**src/rtl/supply_regs_pkg.sv**
```systemverilog
package supply_regs_pkg;
  localparam int REG_W  = 8;
  localparam int VSEL_W = 4;
  // control byte field positions
  localparam int C_ODT  = 4;
  localparam int C_EN   = 5;
  localparam int C_ILIM = 6;
  localparam int C_TONE = 7;
  // status byte field positions
  localparam int S_OT   = 0;
  localparam int S_OC   = 1;
  localparam int S_PNG  = 4;
  localparam int S_DIS  = 5;
  localparam int S_UV   = 7;
endpackage

```
**src/rtl/sfr_fault_latch.sv**
```systemverilog
module sfr_fault_latch (
  input  logic clk,
  input  logic rst,
  input  logic set_i,
  input  logic rd_sample,
  input  logic keep_i,
  output logic lat_o
);
  always_ff @(posedge clk) begin
    if (rst)                      lat_o <= 1'b0;
    else if (set_i)               lat_o <= 1'b1;
    else if (rd_sample && !keep_i) lat_o <= 1'b0;
  end

  AST_LATCH_SET: assert property (@(posedge clk) disable iff (rst)
    set_i |=> lat_o);
  AST_LATCH_STICKY: assert property (@(posedge clk) disable iff (rst)
    (lat_o && !rd_sample) |=> lat_o);
endmodule

```
**src/rtl/sfr_oc_timer.sv**
```systemverilog
module sfr_oc_timer #(
  parameter int OC_DET_CYC = 2000
) (
  input  logic clk,
  input  logic rst,
  input  logic oc_raw,
  input  logic timer_en,
  input  logic out_en,
  output logic trip_o
);
  localparam int CW = (OC_DET_CYC > 2) ? $clog2(OC_DET_CYC) : 1;
  localparam logic [CW-1:0] LAST = CW'(OC_DET_CYC - 1);

  logic [CW-1:0] cnt_q;

  always_ff @(posedge clk) begin
    if (rst || !oc_raw || !timer_en) cnt_q <= '0;
    else if (cnt_q != LAST)          cnt_q <= cnt_q + 1'b1;
  end

  assign trip_o = oc_raw && timer_en && out_en && (cnt_q == LAST);

  AST_CNT_RESTART: assert property (@(posedge clk) disable iff (rst)
    !oc_raw |=> (cnt_q == '0));
endmodule

```
**src/rtl/sfr_pgood_mon.sv**
```systemverilog
module sfr_pgood_mon (
  input  logic clk,
  input  logic rst,
  input  logic out_en,
  input  logic vout_low,
  input  logic vout_ok,
  output logic png_o
);
  always_ff @(posedge clk) begin
    if (rst || !out_en) png_o <= 1'b0;
    else if (vout_low)  png_o <= 1'b1;
    else if (vout_ok)   png_o <= 1'b0;
  end

  AST_PNG_OFF_WHEN_DIS: assert property (@(posedge clk) disable iff (rst)
    !out_en |=> !png_o);
  AST_PNG_BAND_HOLD: assert property (@(posedge clk) disable iff (rst)
    (out_en && !vout_low && !vout_ok) |=> $stable(png_o));
endmodule

```
**src/rtl/supply_fault_regs.sv**
```systemverilog
module supply_fault_regs
  import supply_regs_pkg::*;
#(
  parameter int OC_DET_CYC = 2000
) (
  input  logic              clk,
  input  logic              rst,
  input  logic              wr_stb,
  input  logic [REG_W-1:0]  wr_data,
  input  logic              rd_sample,
  input  logic              ot_raw,
  input  logic              oc_raw,
  input  logic              uv_raw,
  input  logic              vout_low,
  input  logic              vout_ok,
  output logic [VSEL_W-1:0] vsel,
  output logic              odt_en,
  output logic              out_en,
  output logic              ilim_high,
  output logic              tone_en,
  output logic [REG_W-1:0]  status,
  output logic              irq
);
  logic tone_q, en_q;
  logic ot_lat, uv_lat, oc_lat, oc_trip, png;
  logic hard_fault, lockout;

  assign hard_fault = ot_raw || uv_raw || oc_trip;
  assign lockout    = ot_lat || uv_lat;

  always_ff @(posedge clk) begin
    if (rst) begin
      vsel      <= '0;
      odt_en    <= 1'b0;
      ilim_high <= 1'b0;
      tone_q    <= 1'b0;
      en_q      <= 1'b0;
    end else begin
      if (wr_stb) begin
        vsel      <= wr_data[VSEL_W-1:0];
        odt_en    <= wr_data[C_ODT];
        ilim_high <= wr_data[C_ILIM];
        tone_q    <= wr_data[C_TONE];
      end
      if (hard_fault)  en_q <= 1'b0;
      else if (wr_stb) en_q <= wr_data[C_EN] && !lockout;
    end
  end

  sfr_fault_latch u_ot (.clk(clk), .rst(rst), .set_i(ot_raw),  .rd_sample(rd_sample),
                        .keep_i(ot_raw), .lat_o(ot_lat));
  sfr_fault_latch u_uv (.clk(clk), .rst(rst), .set_i(uv_raw),  .rd_sample(rd_sample),
                        .keep_i(uv_raw), .lat_o(uv_lat));
  sfr_fault_latch u_oc (.clk(clk), .rst(rst), .set_i(oc_trip), .rd_sample(rd_sample),
                        .keep_i(1'b0),   .lat_o(oc_lat));

  sfr_oc_timer #(.OC_DET_CYC(OC_DET_CYC)) u_tmr (
    .clk(clk), .rst(rst), .oc_raw(oc_raw), .timer_en(odt_en),
    .out_en(en_q), .trip_o(oc_trip));

  sfr_pgood_mon u_pg (.clk(clk), .rst(rst), .out_en(en_q), .vout_low(vout_low),
                      .vout_ok(vout_ok), .png_o(png));

  assign out_en  = en_q;
  assign tone_en = tone_q && en_q;

  always_comb begin
    status        = '0;
    status[S_OT]  = ot_lat;
    status[S_OC]  = oc_lat;
    status[S_PNG] = png;
    status[S_DIS] = !en_q;
    status[S_UV]  = uv_lat;
  end

  assign irq = ot_lat || oc_lat || uv_lat || png;

  AST_FAULT_DROPS_EN: assert property (@(posedge clk) disable iff (rst)
    (ot_raw || uv_raw) |=> !out_en);
  AST_EN_NEEDS_WRITE: assert property (@(posedge clk) disable iff (rst)
    $rose(out_en) |-> $past(wr_stb));
  AST_LOCKOUT_HOLDS_OFF: assert property (@(posedge clk) disable iff (rst)
    (lockout && !out_en) |=> !out_en);
  AST_TIMER_OFF_NO_OC: assert property (@(posedge clk) disable iff (rst)
    (!odt_en && !oc_lat) |=> !oc_lat);
endmodule

```
**config.mk**
```make
export PLATFORM = sky130hd
export DESIGN_NAME = supply_fault_regs
export DESIGN_NICKNAME = d
export VERILOG_FILES = /design/src/rtl/supply_regs_pkg.sv /design/src/rtl/sfr_fault_latch.sv /design/src/rtl/sfr_oc_timer.sv /design/src/rtl/sfr_pgood_mon.sv /design/src/rtl/supply_fault_regs.sv
export SDC_FILE = /design/constraint.sdc
export NUM_CORES = 1
export LEC_CHECK = 0
export ABC_CLOCK_PERIOD_IN_PS = 3950
export BUFFER_PORTS_ARGS = -buffer_cell sky130_fd_sc_hd__buf_2
export CAP_MARGIN = 40
export CORE_ASPECT_RATIO = 0.9
export CORE_MARGIN = 5
export CORE_UTILIZATION = 50
export DETAILED_ROUTE_END_ITERATION = 8
export HOLD_SLACK_MARGIN = 0.03
export PLACE_DENSITY = 0.82
export RECOVER_POWER = 50
export SLEW_MARGIN = 20
export SYNTH_ARGS = -nofsm -noshare
export SYNTH_HDL_FRONTEND = slang
export SYNTH_SLANG_ARGS = --single-unit
```
**constraint.sdc**
```tcl
create_clock -name clk -period 3.95 [get_ports clk]
set_input_delay 0.1975 -clock clk [delete_from_list [all_inputs] [get_ports clk]]
set_output_delay 0.1975 -clock clk [all_outputs]
set_load 0.005 [all_outputs]
```
* Yosys cells after proc, flatten, opt, wreduce, memory -nomap -nowiden *
Index checks and enable logic that the tools add are counted.

operators by class
  muxes and demuxes = 8
  equality and inequality tests = 2
  $add $sub $neg = 1
  reduce and logical (&&, ||, !) cells = 27

operators with widths
  operator                                        number
  adder 11 x 1 -> 11 bit (second input constant)  1
  == test 11 bit (second input constant)          1
  != test 11 bit (second input constant)          1
  logical OR 1 bit                                9
  two-way mux 1 bit                               8
  nonzero test 2 bit                              4
  logical AND 1 bit                               7
  logical NOT 1 bit                               6
  OR reduction 2 bit                              1

storage, ports and cells
  logic and storage cells = 48
  flip-flop bits (word level) = 23
  output and inout port bits = 17
  input port bits = 17

* Logic depth before layout (Yosys ltp) *
  depth in word-level cells = 5
  mapped depth = 5
  mapped depth without buffers = 4

* Modules after synthesis *
From an unflattened synthesis, not the netlist that was laid out.

second synthesis, totals
  cell total of the unflattened synthesis = 114
  area total of the unflattened synthesis = 1079.8 µm²

modules (own cells, without submodules)
  module             sequential area each (µm²)  cells an instance  area each (µm²)  instances
  sfr_oc_timer       220.2                       59                 520.5            1
  supply_fault_regs  160.2                       39                 380.4            1
  sfr_fault_latch    20.0                        4                  46.3             3
  sfr_pgood_mon      20.0                        4                  40.0             1

* Least setup slack after synthesis *
OpenSTA, ideal clock, no wires.

  path kind = flip-flop to flip-flop
  start = reg u_tmr.cnt_q[0]
  end = reg en_q, in the netlist out_en
  path buffers = 1
  stages on the path, launching flop included = 6
  data required time = 3835 ps
  period minus slack after synthesis = 1621 ps
  slack = 2329 ps
  arrival = 1506 ps
  setup time = 115 ps
  path through = dfxtp_1 -> ha_1 -> nand3_2 -> or4_4 -> buf_6 -> o21ba_1

between the ends
  word-level cells in the longest chain between the ends = 4

ends and longest elaborated chain
  what                          RTL line                 RTL
  from (decl)                   sfr_oc_timer.sv:14       logic [CW-1:0] cnt_q;
  from (signal assigned)        sfr_oc_timer.sv:18       else if (cnt_q != LAST) cnt_q <= cnt_q + 1'b1;
  == test 11 bit                sfr_oc_timer.sv:21       assign trip_o = oc_raw && timer_en && out_en && (cnt_q == LAST);
  logical AND 1 bit             sfr_oc_timer.sv:21
  logical OR 1 bit              supply_fault_regs.sv:28  assign hard_fault = ot_raw || uv_raw || oc_trip;
  OR reduction 2 bit (no line)  --
  to (signal assigned)          supply_fault_regs.sv:46  else if (wr_stb) en_q <= wr_data[C_EN] && !lockout;
  to (decl)                     supply_fault_regs.sv:24  logic tone_q, en_q;

Every way passes these cells.
A chain may end at the register's enable or synchronous reset.

* Final worst setup path *
  start = reg u_tmr.cnt_q[1]
  end = reg en_q, in the netlist out_en

Same word-level chain as after synthesis.

==> flow_summary.json <==
{
  "coreArea_um2": 1950,
  "path_buf_inv": 0,
  "critical_path_depth": 4,
  "cp_cell_sequence": "ha_1 > nand3_2 > or4_4 > o21ba_1",
  "drive_gt1_frac": 0.243,
  "r2r_start": "u_tmr.cnt_q[1]",
  "path_class": "reg -> reg",
  "grt-ovfl-total": 0,
  "n_antenna_cell": 0,
  "ant_nets": 0,
  "timing.fmax_ghz": 0.592,
  "clk_pin_slew_ps": 120,
  "async_flop_share": 0,
  "initial_core_util": 0.536,
  "finalClockSkew_ps": 10.4,
  "fill_cells": 179,
  "synth_area_leaders": "dfxtp_1 (44%), mux2i_1 (8.6%), buf_4 (5.0%)",
  "synth_warnings": 0,
  "max_stage_delay_ps": 610,
  "slowest_stage": "or4_4",
  "ys_seq_area_frac": 0.440,
  "cts_root_buf": "clkbuf_4",
  "whs_ps": 103,
  "vias": 914,
  "synth_cell_type_count": 33,
  "rows": 15,
  "avgViaCountPerCell": 5.54,
  "firstDrtPassIters": 4,
  "power_density_nw_per_um2": 322,
  "period_minus_slack_ps": 1690,
  "swShare": 0.231,
  "tns_ps": 0,
  "cpLargestDelayFamily": "simple AND/OR/NAND/NOR gates",
  "hold_class": "in -> reg",
  "setup_viol_count_final": 0,
  "fin_util": 0.604,
  "gp_congestion": 0.835,
  "finalCritPeriodShare": 0.428,
  "cts_resized": 0,
  "fin_nets": 159,
  "p_int_w": 0.000292,
  "fp.dieArea_um2": 3110,
  "start_kind": "flop",
  "p_sw_w": 0.0000876,
  "yosysTopAreaCellShare": 0.440,
  "io_buffers": 30,
  "grt.total_usage": 0.159,
  "synth_ff_type": "dfxtp_1",
  "synth_commonest_cells": "dfxtp_1 (23), nor2_1 (10), a21oi_1 (9), mux2i_1 (9)",
  "ys_ff_latch": 23,
  "synth_edf_count": 0,
  "combPwrFrac": 0.084,
  "drc": 0,
  "clkPwrFrac": 0.279,
  "required_ps": 4180,
  "status": "finished clean",
  "leakagePower_nw": 0.498,
  "wl_per_cell_um": 13.7,
  "clockBufferDepth": 2,
  "crit_fanout": 7,
  "grt_pass1_vias": 888,
  "place_hpwl_um": 1730,
  "fp.dieW_um": 58.2,
  "p_total_w": 0.000379,
  "syn_inst": 115,
  "grt_pass1_wl_um": 3780,
  "r2r-end": "out_en",
  "wirelength_um": 2260,
  "drv_slew": 0,
  "cap_violations": 0,
  "grt_antenna_before_repair": 0,
  "worstSetupEndpointType": "flop",
  "cts_setup_buffers": 0,
  "dieHeight_um": 53.4,
  "numCtsBuffers": 3,
  "drt_iter0_drc": 28,
  "rsz0062_at_grt": "no",
  "ir_worst_vdd_uv": 308,
  "clk_latency_ps": 310,
  "synth_area_um2": 1050,
  "grt_max_degree": 15,
  "arrival_ps": 1910,
  "rrSetupSlack_ps": 2260,
  "hold_violations": 0,
  "syn2layout_area_growth_pct": 12.8,
  "crit_end": "out_en",
  "synth.most_common_cell": "dfxtp_1",
  "io_pins": 34,
  "postCtsHoldBufs": 0,
  "cts_sinks": 23,
  "cp-startpoint": "u_tmr.cnt_q[1]",
  "h-tree-depth": 1,
  "r2r_cells": 4,
  "seq_power_share": 0.638,
  "syn_area_per_cell_um2": 9.10,
  "yosysTopAreaCell": "dfxtp_1",
  "cts_tree": "done"
}
==> per-stage QoR <==
step                area, um2  instances  worst slack, ps
floorplan                1050        117             2330
CTS                      1190        165             2270
detailed placement       1160        161             2290
global placement         1160        161             2340
global route             1180        165             2170
finish                   1180        165             2260
==> cell families after synthesis <==
logic type / synth area share
flip-flops: 0.440
AND/OR/NAND/NOR: 0.223
other: 0.00359
multiplexers: 0.0861
buffers and inverters: 0.0909
AO/OA/AOI/OAI: 0.145
adder cells (fa/ha/maj): 0.0120
==> sequential cells by signal, indices dropped and copies added (netlist names) <==
name and flops:
ilim_high 1, u_tmr.cnt_q 11, u_uv.lat_o 1, u_ot.lat_o 1
u_oc.lat_o 1, tone_q 1, u_pg.png_o 1, odt_en 1
vsel 4, out_en 1
==> cells in the final DEF (no fill, tap or decap), types with 2 or more instances in the layout <==
cell      netlist  final
o21ai_0         4      4
nand2b_1        2      2
buf_2           1     25
mux2i_1         9      9
or4_1           5      5
a31oi_1         3      3
nand2_1         7      7
clkbuf_4        0      3
nor2_1         10     10
nand4_1         2      2
conb_1          1      3
and3_2          2      2
dfxtp_1        23     23
inv_1           5      5
nor3_1          3      3
o31ai_1         4      4
a21oi_1         9      9
clkbuf_1        2      5
nand3_1         2      2
==> power groups by stage <==
stage / clock network [W] / logic (W) / registers [W]
final: 0.000106 / 0.0000317 / 0.000242
after global routing: 0.000122 / 0.0000361 / 0.000243
after CTS: 0.000111 / 0.0000326 / 0.000242
after detailed placement: 0 / 0.0000325 / 0.000247
after global placement: 0 / 0.0000313 / 0.000247
after floorplan: 0 / 0.0000195 / 0.000247
==> worst min path at each step <==
stage | start | endpoint | slack (ps) | depth (start not counted)
CTS | uv_raw | u_uv.lat_o | 100 | 3
finish | uv_raw | u_uv.lat_o | 100 | 3
global placement | uv_raw | u_uv.lat_o | 420 | 3
global route | wr_data[1] | vsel[1] | 120 | 3
detailed placement | uv_raw | u_uv.lat_o | 430 | 3
floorplan | ot_raw | u_ot.lat_o | 310 | 2
==> layout make-up <==
| class | count | area [um2] | area share |
|---|---|---|---|
| inverter | 5 | 18.8 | 0.0159 |
| clock buffer | 3 | 22.5 | 0.0191 |
| timing repair buffer | 30 | 144 | 0.122 |
| tap | 25 | 31.3 | 0.0265 |
| clock inverter | 1 | 5.00 | 0.00424 |
| sequential | 23 | 460 | 0.390 |
| multi-input combinational | 78 | 498 | 0.422 |
==> layer usage <==
metal	global-route usage	routed length, um	vias to the layer above
li1	-	-	454
met1	0.180	928	429
met2	0.289	1140	29
met3	0.0585	175	2
met4	0.0232	12	0
met5	0	0	-
==> worst reg2reg max path, cell delays in order (launching register included) <==
cell	delay (ps)
dfxtp_1	400
ha_1	230
nand3_2	160
or4_4	610
o21ba_1	200
(Power assumes the default switching activity.)
